### src/rtl/esb_pkg.sv
package esb_pkg;
    localparam int DATA_W = 8;
    localparam int PTR_W  = 6;
    localparam int CNT_W  = 4;
    localparam int STAT_W = 8;

    typedef enum logic [1:0] {
        SLIP_NONE = 2'd0,
        SLIP_NEG  = 2'd1,
        SLIP_POS  = 2'd2
    } slip_e;

    typedef struct packed {
        logic [STAT_W-1:0] fill_b;
        logic [STAT_W-1:0] slips_b;
    } snap_t;

    function automatic logic [PTR_W-1:0] fill_of(input logic [PTR_W-1:0] w,
                                                 input logic [PTR_W-1:0] r);
        return w - r;
    endfunction
endpackage

### src/rtl/esb_ptr_ctrl.sv
module esb_ptr_ctrl
    import esb_pkg::*;
#(
    parameter int PW = PTR_W
) (
    input  logic          clk,
    input  logic          rst,
    input  logic          wr_en,
    input  logic          rd_en,
    output logic [PW-1:0] wptr,
    output logic [PW-1:0] rptr,
    output logic [PW-1:0] fill,
    output slip_e         slip
);
    localparam logic [PW-1:0] HALF = {1'b1, {(PW-1){1'b0}}};
    localparam logic [PW-1:0] ONE  = {{(PW-1){1'b0}}, 1'b1};
    localparam logic [PW-1:0] TOP  = {PW{1'b1}};

    logic [PW-1:0] rptr_nx;

    assign fill = fill_of(wptr, rptr);

    always_comb begin
        slip = SLIP_NONE;
        if (wr_en && !rd_en && fill == TOP)
            slip = SLIP_NEG;
        else if (rd_en && !wr_en && fill == ONE)
            slip = SLIP_POS;
    end

    always_comb begin
        rptr_nx = rptr + (rd_en ? ONE : '0);
        if (slip == SLIP_NEG)      rptr_nx = rptr_nx + HALF;
        else if (slip == SLIP_POS) rptr_nx = rptr_nx - HALF;
    end

    always_ff @(posedge clk) begin
        if (rst) begin
            wptr <= HALF;
            rptr <= '0;
        end else begin
            if (wr_en) wptr <= wptr + ONE;
            rptr <= rptr_nx;
        end
    end

    // the fill level never reaches empty or full.
    a_r2_never_empty: assert property (@(posedge clk) disable iff (rst)
        fill != '0);
    // balanced traffic leaves the fill level unchanged.
    a_r2_balanced: assert property (@(posedge clk) disable iff (rst)
        (wr_en && rd_en) |=> $stable(fill));
    // a lone write at fill 63 drops a frame.
    a_r3_neg_slip: assert property (@(posedge clk) disable iff (rst)
        (wr_en && !rd_en && fill == TOP) |=> fill == HALF);
    // a lone read at fill 1 replays a frame.
    a_r4_pos_slip: assert property (@(posedge clk) disable iff (rst)
        (rd_en && !wr_en && fill == ONE) |=> fill == HALF);
endmodule

### src/rtl/esb_ram.sv
module esb_ram
    import esb_pkg::*;
#(
    parameter int DW = DATA_W,
    parameter int PW = PTR_W
) (
    input  logic          clk,
    input  logic          rst,
    input  logic          wr_en,
    input  logic [PW-1:0] wptr,
    input  logic [DW-1:0] wr_data,
    input  logic          rd_en,
    input  logic [PW-1:0] rptr,
    output logic [DW-1:0] rd_data
);
    localparam int DEPTH = 1 << PW;

    logic [DW-1:0] mem [DEPTH];

    always_ff @(posedge clk) begin
        if (rst) begin
            for (int i = 0; i < DEPTH; i++) mem[i] <= '0;
            rd_data <= '0;
        end else begin
            if (wr_en) mem[wptr] <= wr_data;
            if (rd_en) rd_data <= mem[rptr];
        end
    end

    // read data only changes on a read cycle.
    a_r1_rd_hold: assert property (@(posedge clk) disable iff (rst)
        !rd_en |=> $stable(rd_data));
endmodule

### src/rtl/esb_slip_cnt.sv
module esb_slip_cnt
    import esb_pkg::*;
#(
    parameter int CW = CNT_W
) (
    input  logic          clk,
    input  logic          rst,
    input  logic          inc,
    output logic [CW-1:0] cnt
);
    always_ff @(posedge clk) begin
        if (rst)      cnt <= '0;
        else if (inc) cnt <= cnt + 1'b1;
    end

    // one step per slip, wrapping modulo 2**CW.
    a_r5_r6_step: assert property (@(posedge clk) disable iff (rst)
        inc |=> cnt == CW'($past(cnt) + 1'b1));
    a_r5_r6_idle: assert property (@(posedge clk) disable iff (rst)
        !inc |=> $stable(cnt));
endmodule

### src/rtl/esb_snapshot.sv
module esb_snapshot
    import esb_pkg::*;
#(
    parameter int PW = PTR_W,
    parameter int CW = CNT_W
) (
    input  logic              clk,
    input  logic              rst,
    input  logic              snap_req,
    input  logic [PW-1:0]     fill,
    input  logic [CW-1:0]     neg_cnt,
    input  logic [CW-1:0]     pos_cnt,
    output logic [STAT_W-1:0] snap_fill,
    output logic [STAT_W-1:0] snap_slips
);
    snap_t held, live;

    always_comb begin
        live.fill_b  = STAT_W'(fill);
        live.slips_b = STAT_W'({neg_cnt, pos_cnt});
    end

    always_ff @(posedge clk) begin
        if (rst)           held <= '0;
        else if (snap_req) held <= live;
    end

    assign snap_fill  = held.fill_b;
    assign snap_slips = held.slips_b;

    // held values stay put without a capture strobe.
    a_r8_hold: assert property (@(posedge clk) disable iff (rst)
        !snap_req |=> $stable(held));
    // bits above the fill level read zero.
    a_r7_pad_zero: assert property (@(posedge clk) disable iff (rst)
        snap_fill[STAT_W-1:PW] == '0);
endmodule

### src/rtl/frame_slip_store.sv
module frame_slip_store
    import esb_pkg::*;
#(
    parameter int DW = DATA_W,
    parameter int PW = PTR_W,
    parameter int CW = CNT_W
) (
    input  logic              clk,
    input  logic              rst,
    input  logic              wr_en,
    input  logic [DW-1:0]     wr_data,
    input  logic              rd_en,
    output logic [DW-1:0]     rd_data,
    input  logic              snap_req,
    output logic [STAT_W-1:0] snap_fill,
    output logic [STAT_W-1:0] snap_slips
);
    localparam int NDIR = 2;

    logic [PW-1:0] wptr, rptr, fill;
    slip_e         slip;
    logic [CW-1:0] cnt [NDIR];

    esb_ptr_ctrl #(.PW(PW)) u_ptr (
        .clk(clk), .rst(rst), .wr_en(wr_en), .rd_en(rd_en),
        .wptr(wptr), .rptr(rptr), .fill(fill), .slip(slip)
    );

    esb_ram #(.DW(DW), .PW(PW)) u_ram (
        .clk(clk), .rst(rst), .wr_en(wr_en), .wptr(wptr), .wr_data(wr_data),
        .rd_en(rd_en), .rptr(rptr), .rd_data(rd_data)
    );

    // Direction 0 counts dropped frames, direction 1 counts replayed frames.
    for (genvar g = 0; g < NDIR; g++) begin : g_cnt
        localparam slip_e KIND = (g == 0) ? SLIP_NEG : SLIP_POS;
        esb_slip_cnt #(.CW(CW)) u_cnt (
            .clk(clk), .rst(rst), .inc(slip == KIND), .cnt(cnt[g])
        );
    end

    esb_snapshot #(.PW(PW), .CW(CW)) u_snap (
        .clk(clk), .rst(rst), .snap_req(snap_req), .fill(fill),
        .neg_cnt(cnt[0]), .pos_cnt(cnt[1]),
        .snap_fill(snap_fill), .snap_slips(snap_slips)
    );
endmodule

### config.mk
export PLATFORM = sky130hd
export DESIGN_NAME = frame_slip_store
export DESIGN_NICKNAME = d
export VERILOG_FILES = /design/src/rtl/esb_pkg.sv /design/src/rtl/esb_ptr_ctrl.sv /design/src/rtl/esb_ram.sv /design/src/rtl/esb_slip_cnt.sv /design/src/rtl/esb_snapshot.sv /design/src/rtl/frame_slip_store.sv
export SDC_FILE = /design/constraint.sdc
export NUM_CORES = 1
export LEC_CHECK = 0
export ABC_AREA = 0
export CAP_MARGIN = 20
export CORE_MARGIN = 1.5
export CORE_UTILIZATION = 35
export CTS_BUF_LIST = sky130_fd_sc_hd__clkbuf_2
export DETAILED_ROUTE_END_ITERATION = 12
export SETUP_SLACK_MARGIN = 0.2
export SLEW_MARGIN = 0
export SYNTH_ARGS = -nofsm -noshare
export SYNTH_HDL_FRONTEND = slang
export SYNTH_HIERARCHICAL = 1
export SYNTH_SLANG_ARGS = --single-unit
### constraint.sdc
create_clock -name clk -period 4 [get_ports clk]
set_clock_uncertainty 0.1 [all_clocks]
set_input_delay 0.4 -clock clk [delete_from_list [all_inputs] [get_ports clk]]
set_output_delay 0.4 -clock clk [all_outputs]
set_load 0.01 [all_outputs]
==> results_dict.tcl, run 1 <==
set metrics [dict create \
    cts_root_buf "clkbuf_2" \
    ys_seq_elements 554 \
    layout_setup_ws_ps 721 \
    cts_max_level 4 \
    synthCells 1850 \
    cts_buffer_depth 3 \
    die_area_um2 75200 \
    critPathCaptureType "flop" \
    via_per_inst 5.09 \
    pwr-share-comb_pct 7.5 \
    intPower_mw 8.59 \
    pwr-share-seq_pct 57.1 \
    ant_nets 0 \
    rsz0062_at_grt "no" \
    crit_fanout 9 \
    pin_count 37 \
    hold_path.class "in2reg" \
    syn_area_um2 25700 \
    timing.fmax_mhz 305 \
    final-hold-violation-count 0 \
    timing.final.setup_violations 0 \
    grt_util_all_layers_pct 17.7 \
    async_reset_ff_share_pct 0 \
    maxSlewHeadroom_pct 29.2 \
    cts_resized 0 \
    fin_tns_setup_ps 0 \
    wl_per_cell_um 21.7 \
    dieWidth_um 274 \
    insertion_delay_ps 1260 \
    syn2layout_area_growth_pct 11.0 \
    synth_cell_types 60 \
    worst_slew_pin_slew_ps 1060 \
    core-area_um2 72800 \
    ys_warn_count 6 \
    power_density_nw_per_um2 404 \
    fp-row-count 99 \
    swShare_pct 25.5 \
    antenna_found_initial 3 \
    layout_commonest_cell "and2_1" \
    numCtsBuffers 145 \
    startpoint_type "flop" \
    regArea_um2 16200 \
    clkPwrFrac_pct 35.3 \
    synth-edff-count 512 \
    grt_max_degree 98 \
    syn_avg_cell_area_um2 13.9 \
    finalPower_mw 11.5 \
    drive_gt1_share_pct 21.1 \
    drt_wl_total_um 65700 \
    portBuffers 34 \
    gp_congestion 0.845 \
    pre_cts_slack_ps 635 \
    drtIter0Drc 1308 \
    drc_errors 0 \
    design_area_um2 28600 \
    clk_pin_slew_worst_paths_ps 100 \
    synth-seq-area-share_pct 63.0 \
    dp.cells 2762 \
    path_class "reg2reg" \
    die_y_um 274 \
    p_switching_mw 2.94 \
    layout.cells.non_filler 3033 \
    most-common-layout-cells "514 x and2_1, 512 x edfxtp_1, 222 x clkbuf_2" \
    final_nets 1985 \
    fill_cells 6858 \
    outcome "complete, no violations" \
    gr-total-overflow 0 \
    grt_pass1_vias 15600 \
    grt_pass1_wl_um 97100 \
    cap_violations 0 \
    crit_arrival_ps 4250 \
    vdd_drop_max_uv 228 \
    critPathRequiredTime_ps 4970 \
    cts_tree "built" \
    multi_input_area_um2 8890 \
    leakagePower_nw 10.3 \
    initial_utilization_pct 35.3 \
    dpl.hpwl_um 40500 \
    place_area_um2 27100 \
    cts_sinks 554 \
    vias 15400 \
    finalCritPeriodShare_pct 82.0 \
    maxSlewViolCount 0 \
    dr.pass1.iters 7 \
    min_period_ps 3280 \
    synth_flop_cell "edfxtp_1" \
]
[state kept, by name, summed over array words and instances (netlist names)]
| register | count |
|---|---|
| u_ptr/wptr | 6 |
| u_ptr/rptr | 6 |
| u_ram/mem | 512 |
| g_cnt.u_cnt/cnt | 8 |
| u_ram/rd_data | 8 |
| u_snap/snap_fill | 6 |
| u_snap/snap_slips | 8 |
[kinds of logic after synthesis]
family / share of synthesized area [%]
other: 0.0146
AOI/OAI and AO/OA: 3.63
adders and majority gates: 0.564
DFF: 63.0
and+or+nand+nor: 18.3
muxes: 11.5
xor gates and xnor gates: 0.476
buffers and inverters: 2.52
[metrics by stage]
stage	hold WS, ps	util (%)
floorplan	369	-
global placement	372	37.1
detailed placement	381	37.1
CTS	44.9	39.2
global route	121	39.2
finish	241	39.2
[power by group through the flow]
stage / registers [mW] / logic [mW] / clock network, mW
after global routing: 6.61 / 0.922 / 4.50
final: 6.59 / 0.868 / 4.08
after CTS: 6.59 / 0.868 / 4.23
after floorplan: 6.68 / 0.560 / 0
after detailed placement: 6.72 / 0.859 / 0
after global placement: 6.72 / 0.844 / 0
[cell usage after synthesis (all sizes together) (2+ instances only)]
cell	number	area, µm²
a21bo	2	20.0
a21oi	3	18.8
a221o	8	80.1
a22oi	96	721
and2	514	3220
and2b	3	25.0
and3	2	13.8
and3b	2	17.5
buf	50	304
clkbuf	81	304
dfxtp	42	841
edfxtp	512	15400
ha	10	125
inv	11	41.3
mux2	2	30.0
mux2i	145	1450
mux4	64	1470
nand2	12	45.0
nand3	38	190
nand3b	5	37.5
nand4	21	144
nor2	103	387
nor2b	9	56.3
nor3	2	15.0
nor3b	11	82.6
o21ai	2	10.0
or2	66	415
or3	3	18.8
or3b	2	17.5
xnor2	9	78.8
xor2	5	43.8
[worst max-delay path, cell delays in order (launching register included)]
cell      delay (ps)
dfxtp_1          500
inv_1             90
ha_1             230
fa_1             410
xnor2_1          280
nand4_1          130
a311oi_1         290
and3_2           250
nor2b_1          390
nand4_2          150
mux2_4           320
[worst paths after layout]
path	start	endpoint	slack [ps]	cells after the start
worst max register to register	u_ptr/wptr[0]$_SDFFE_PP0P_	g_cnt[0].u_cnt/cnt[3]$_SDFFE_PP0P_	720	10
worst max-delay path	u_ptr/wptr[0]$_SDFFE_PP0P_	g_cnt[0].u_cnt/cnt[3]$_SDFFE_PP0P_	720	10
worst min register to register	u_snap/snap_slips[6]$_SDFFE_PP0P_	u_snap/snap_slips[6]$_SDFFE_PP0P_	400	2
worst min-delay path	rst	u_ptr/rptr[1]$_SDFF_PP0_	240	4
[layer usage]
layer  GRT usage, %  routed length, µm
met4           7.50               1630
met5              0                  0
met3           3.66               4310
met1           23.7              29100
met2           27.8              30700
[layout make-up]
type / instances / area share [%]
Timing Repair Buffer: 94 / 2.87
Multi-Input combinational cell: 1155 / 31.1
Clock inverter: 32 / 0.920
Sequential cell: 554 / 56.8
Antenna cell: 6 / 0.0526
Clock buffer: 222 / 3.89
Tap cell: 959 / 4.20
Inverter: 11 / 0.145
[what timing repair did]
| item | in CTS | in global routing |
|---|---|---|
| hold endpoints to repair | 531 | 0 |
| buffers inserted | 0 | 0 |
| hold buffers | 10 | 0 |
| endpoints found under the setup margin | 0 | 0 |
No activity file was read; power rests on OpenSTA's default activity.
==> inputs of run 2 (changes only) <==
Clock period 4 ns to 2.9 ns, I/O delays scaled along.
==> results_dict.tcl, run 2 (synthesis gave the netlist of run 1 again) <==
set metrics [dict create \
    outcome "complete, no violations" \
    cts_root_buf "clkbuf_2" \
    wl_per_cell_um 21.3 \
    timing.final.setup_violations 0 \
    drt_wl_total_um 66000 \
    antenna_found_initial 2 \
    die_y_um 274 \
    vias 15800 \
    rsz0062_at_grt "yes" \
    cts_max_level 4 \
    drtIter0Drc 1239 \
    maxSlewHeadroom_pct 40.8 \
    gp_congestion 0.854 \
    grt_util_all_layers_pct 17.7 \
    power_density_nw_per_um2 544 \
    drc_errors 0 \
    leakagePower_nw 10.9 \
    vdd_drop_max_uv 342 \
    initial_utilization_pct 35.3 \
    grt_pass1_wl_um 98100 \
    final_nets 2069 \
    ant_nets 0 \
    layout_commonest_cell "and2_1" \
    min_period_ps 2690 \
    grt_pass1_vias 16000 \
    cap_violations 0 \
    largest_register "u_ram/mem" \
    crit_arrival_ps 3760 \
    path_class "reg2reg" \
    cts_buffer_depth 3 \
    timing.fmax_mhz 371 \
    maxSlewViolCount 0 \
    worst_slew_pin_slew_ps 888 \
    clk_pin_slew_worst_paths_ps 120 \
    critPathRequiredTime_ps 3960 \
    fin_tns_setup_ps 0 \
    drive_gt1_share_pct 24.5 \
    fp-row-count 99 \
    finalPower_mw 16.0 \
    dr.pass1.iters 5 \
    via_per_inst 5.09 \
    most-common-layout-cells "514 x and2_1, 512 x edfxtp_1, 206 x clkbuf_2" \
    final-hold-violation-count 0 \
    startpoint_type "flop" \
    dpl.hpwl_um 42500 \
    largest_register_ffs 512 \
    insertion_delay_ps 1280 \
    portBuffers 34 \
    hold_path.class "in2reg" \
    grt_max_degree 70 \
    pin_count 37 \
    cts_tree "built" \
    die_area_um2 75200 \
    numCtsBuffers 143 \
    crit_fanout 4 \
    finalCritPeriodShare_pct 92.9 \
    critPathCaptureType "flop" \
    gr-total-overflow 0 \
    core-area_um2 72800 \
    cts_sinks 554 \
    dieWidth_um 274 \
    syn2layout_area_growth_pct 14.0 \
]
## run 2: cell types whose count changed in the layout (fill, tap and decap cells not counted), sizes merged, moves of 4 or more
cell / previous run / this run
diode: 6 / 2
clkdlybuf4s50: 25 / 3
clkbuf: 222 / 208
buf: 59 / 136
dlygate4sd2: 0 / 20
dlygate4sd3: 10 / 17
## run 2: what timing repair did
action | in CTS | in global routing
hold buffers | 17 | 0
setup buffers | 3 | 4
resized for setup | 35 | 12
gates cloned | 0 | 1
endpoints found under the hold margin | 1055 | 0
endpoints found under the setup margin | 24 | 16
pin swaps | 4 | 7
## run 2: metal layers
| layer | up-vias | routed length [µm] | share of wire (%) | global-route usage [%] |
|---|---|---|---|---|
| met5 | - | 0 | 0 | 0 |
| met4 | 0 | 1600 | 2.4 | 6.38 |
| li1 | 7225 | - | - | - |
| met3 | 104 | 4370 | 6.6 | 3.92 |
| met1 | 7856 | 28700 | 44 | 23.7 |
| met2 | 598 | 31300 | 47 | 28.1 |
## run 2: area by class of cell
class                           instances  area (µm²)
Inverter                               11        41.3
Timing Repair Buffer                  180        1570
Sequential cell                       554       16200
Antenna cell                            2        5.00
Multi-Input combinational cell       1155        8950
Clock buffer                          206        1030
Clock inverter                         36         305
Tap cell                              959        1200
Fill cell                            6835       43500
## run 2: final timing paths
check | start | to | slack, ps | cells past startpoint
worst max-delay path | u_ptr/rptr[1]$_SDFF_PP0_ | g_cnt[1].u_cnt/cnt[3]$_SDFFE_PP0P_ | 210 | 10
worst min-delay path | wr_data[2] | u_ram/mem[58][2]$_SDFFCE_PN0P_ | 170 | 3
worst max register to register | u_ptr/rptr[1]$_SDFF_PP0_ | g_cnt[1].u_cnt/cnt[3]$_SDFFE_PP0P_ | 210 | 10
worst min register to register | u_snap/snap_fill[0]$_SDFFE_PP0P_ | u_snap/snap_fill[0]$_SDFFE_PP0P_ | 400 | 2
## run 2: report_power, final
part | switching (mW) | internal, mW
Sequential | 0.107 | 8.97
Combinational | 0.811 | 0.495
Clock | 3.16 | 2.42
## run 2: through the flow
step | cells | instance area [µm²] | worst slack [ps] | utilization (%) | hold WS (ps)
global placement | 2831 | 27600 | 115 | 38.0 | 378
floorplan | 1851 | 25800 | 129 | - | 259
detailed placement | 2831 | 27600 | 96.3 | 38.0 | 393
CTS | 3093 | 29200 | 154 | 40.1 | 5.05
global route | 3102 | 29300 | 127 | 40.3 | 69.5
finish | 3103 | 29300 | 207 | 40.3 | 174
## run 2: critical path, cell delays in order, from the launching register on
cell	delay [ps]
dfxtp_2	370
inv_1	50
ha_1	260
and2b_2	220
o221a_2	280
a31o_1	220
or2_4	290
and3_4	170
and2b_2	250
nand4_2	90
mux2_4	300
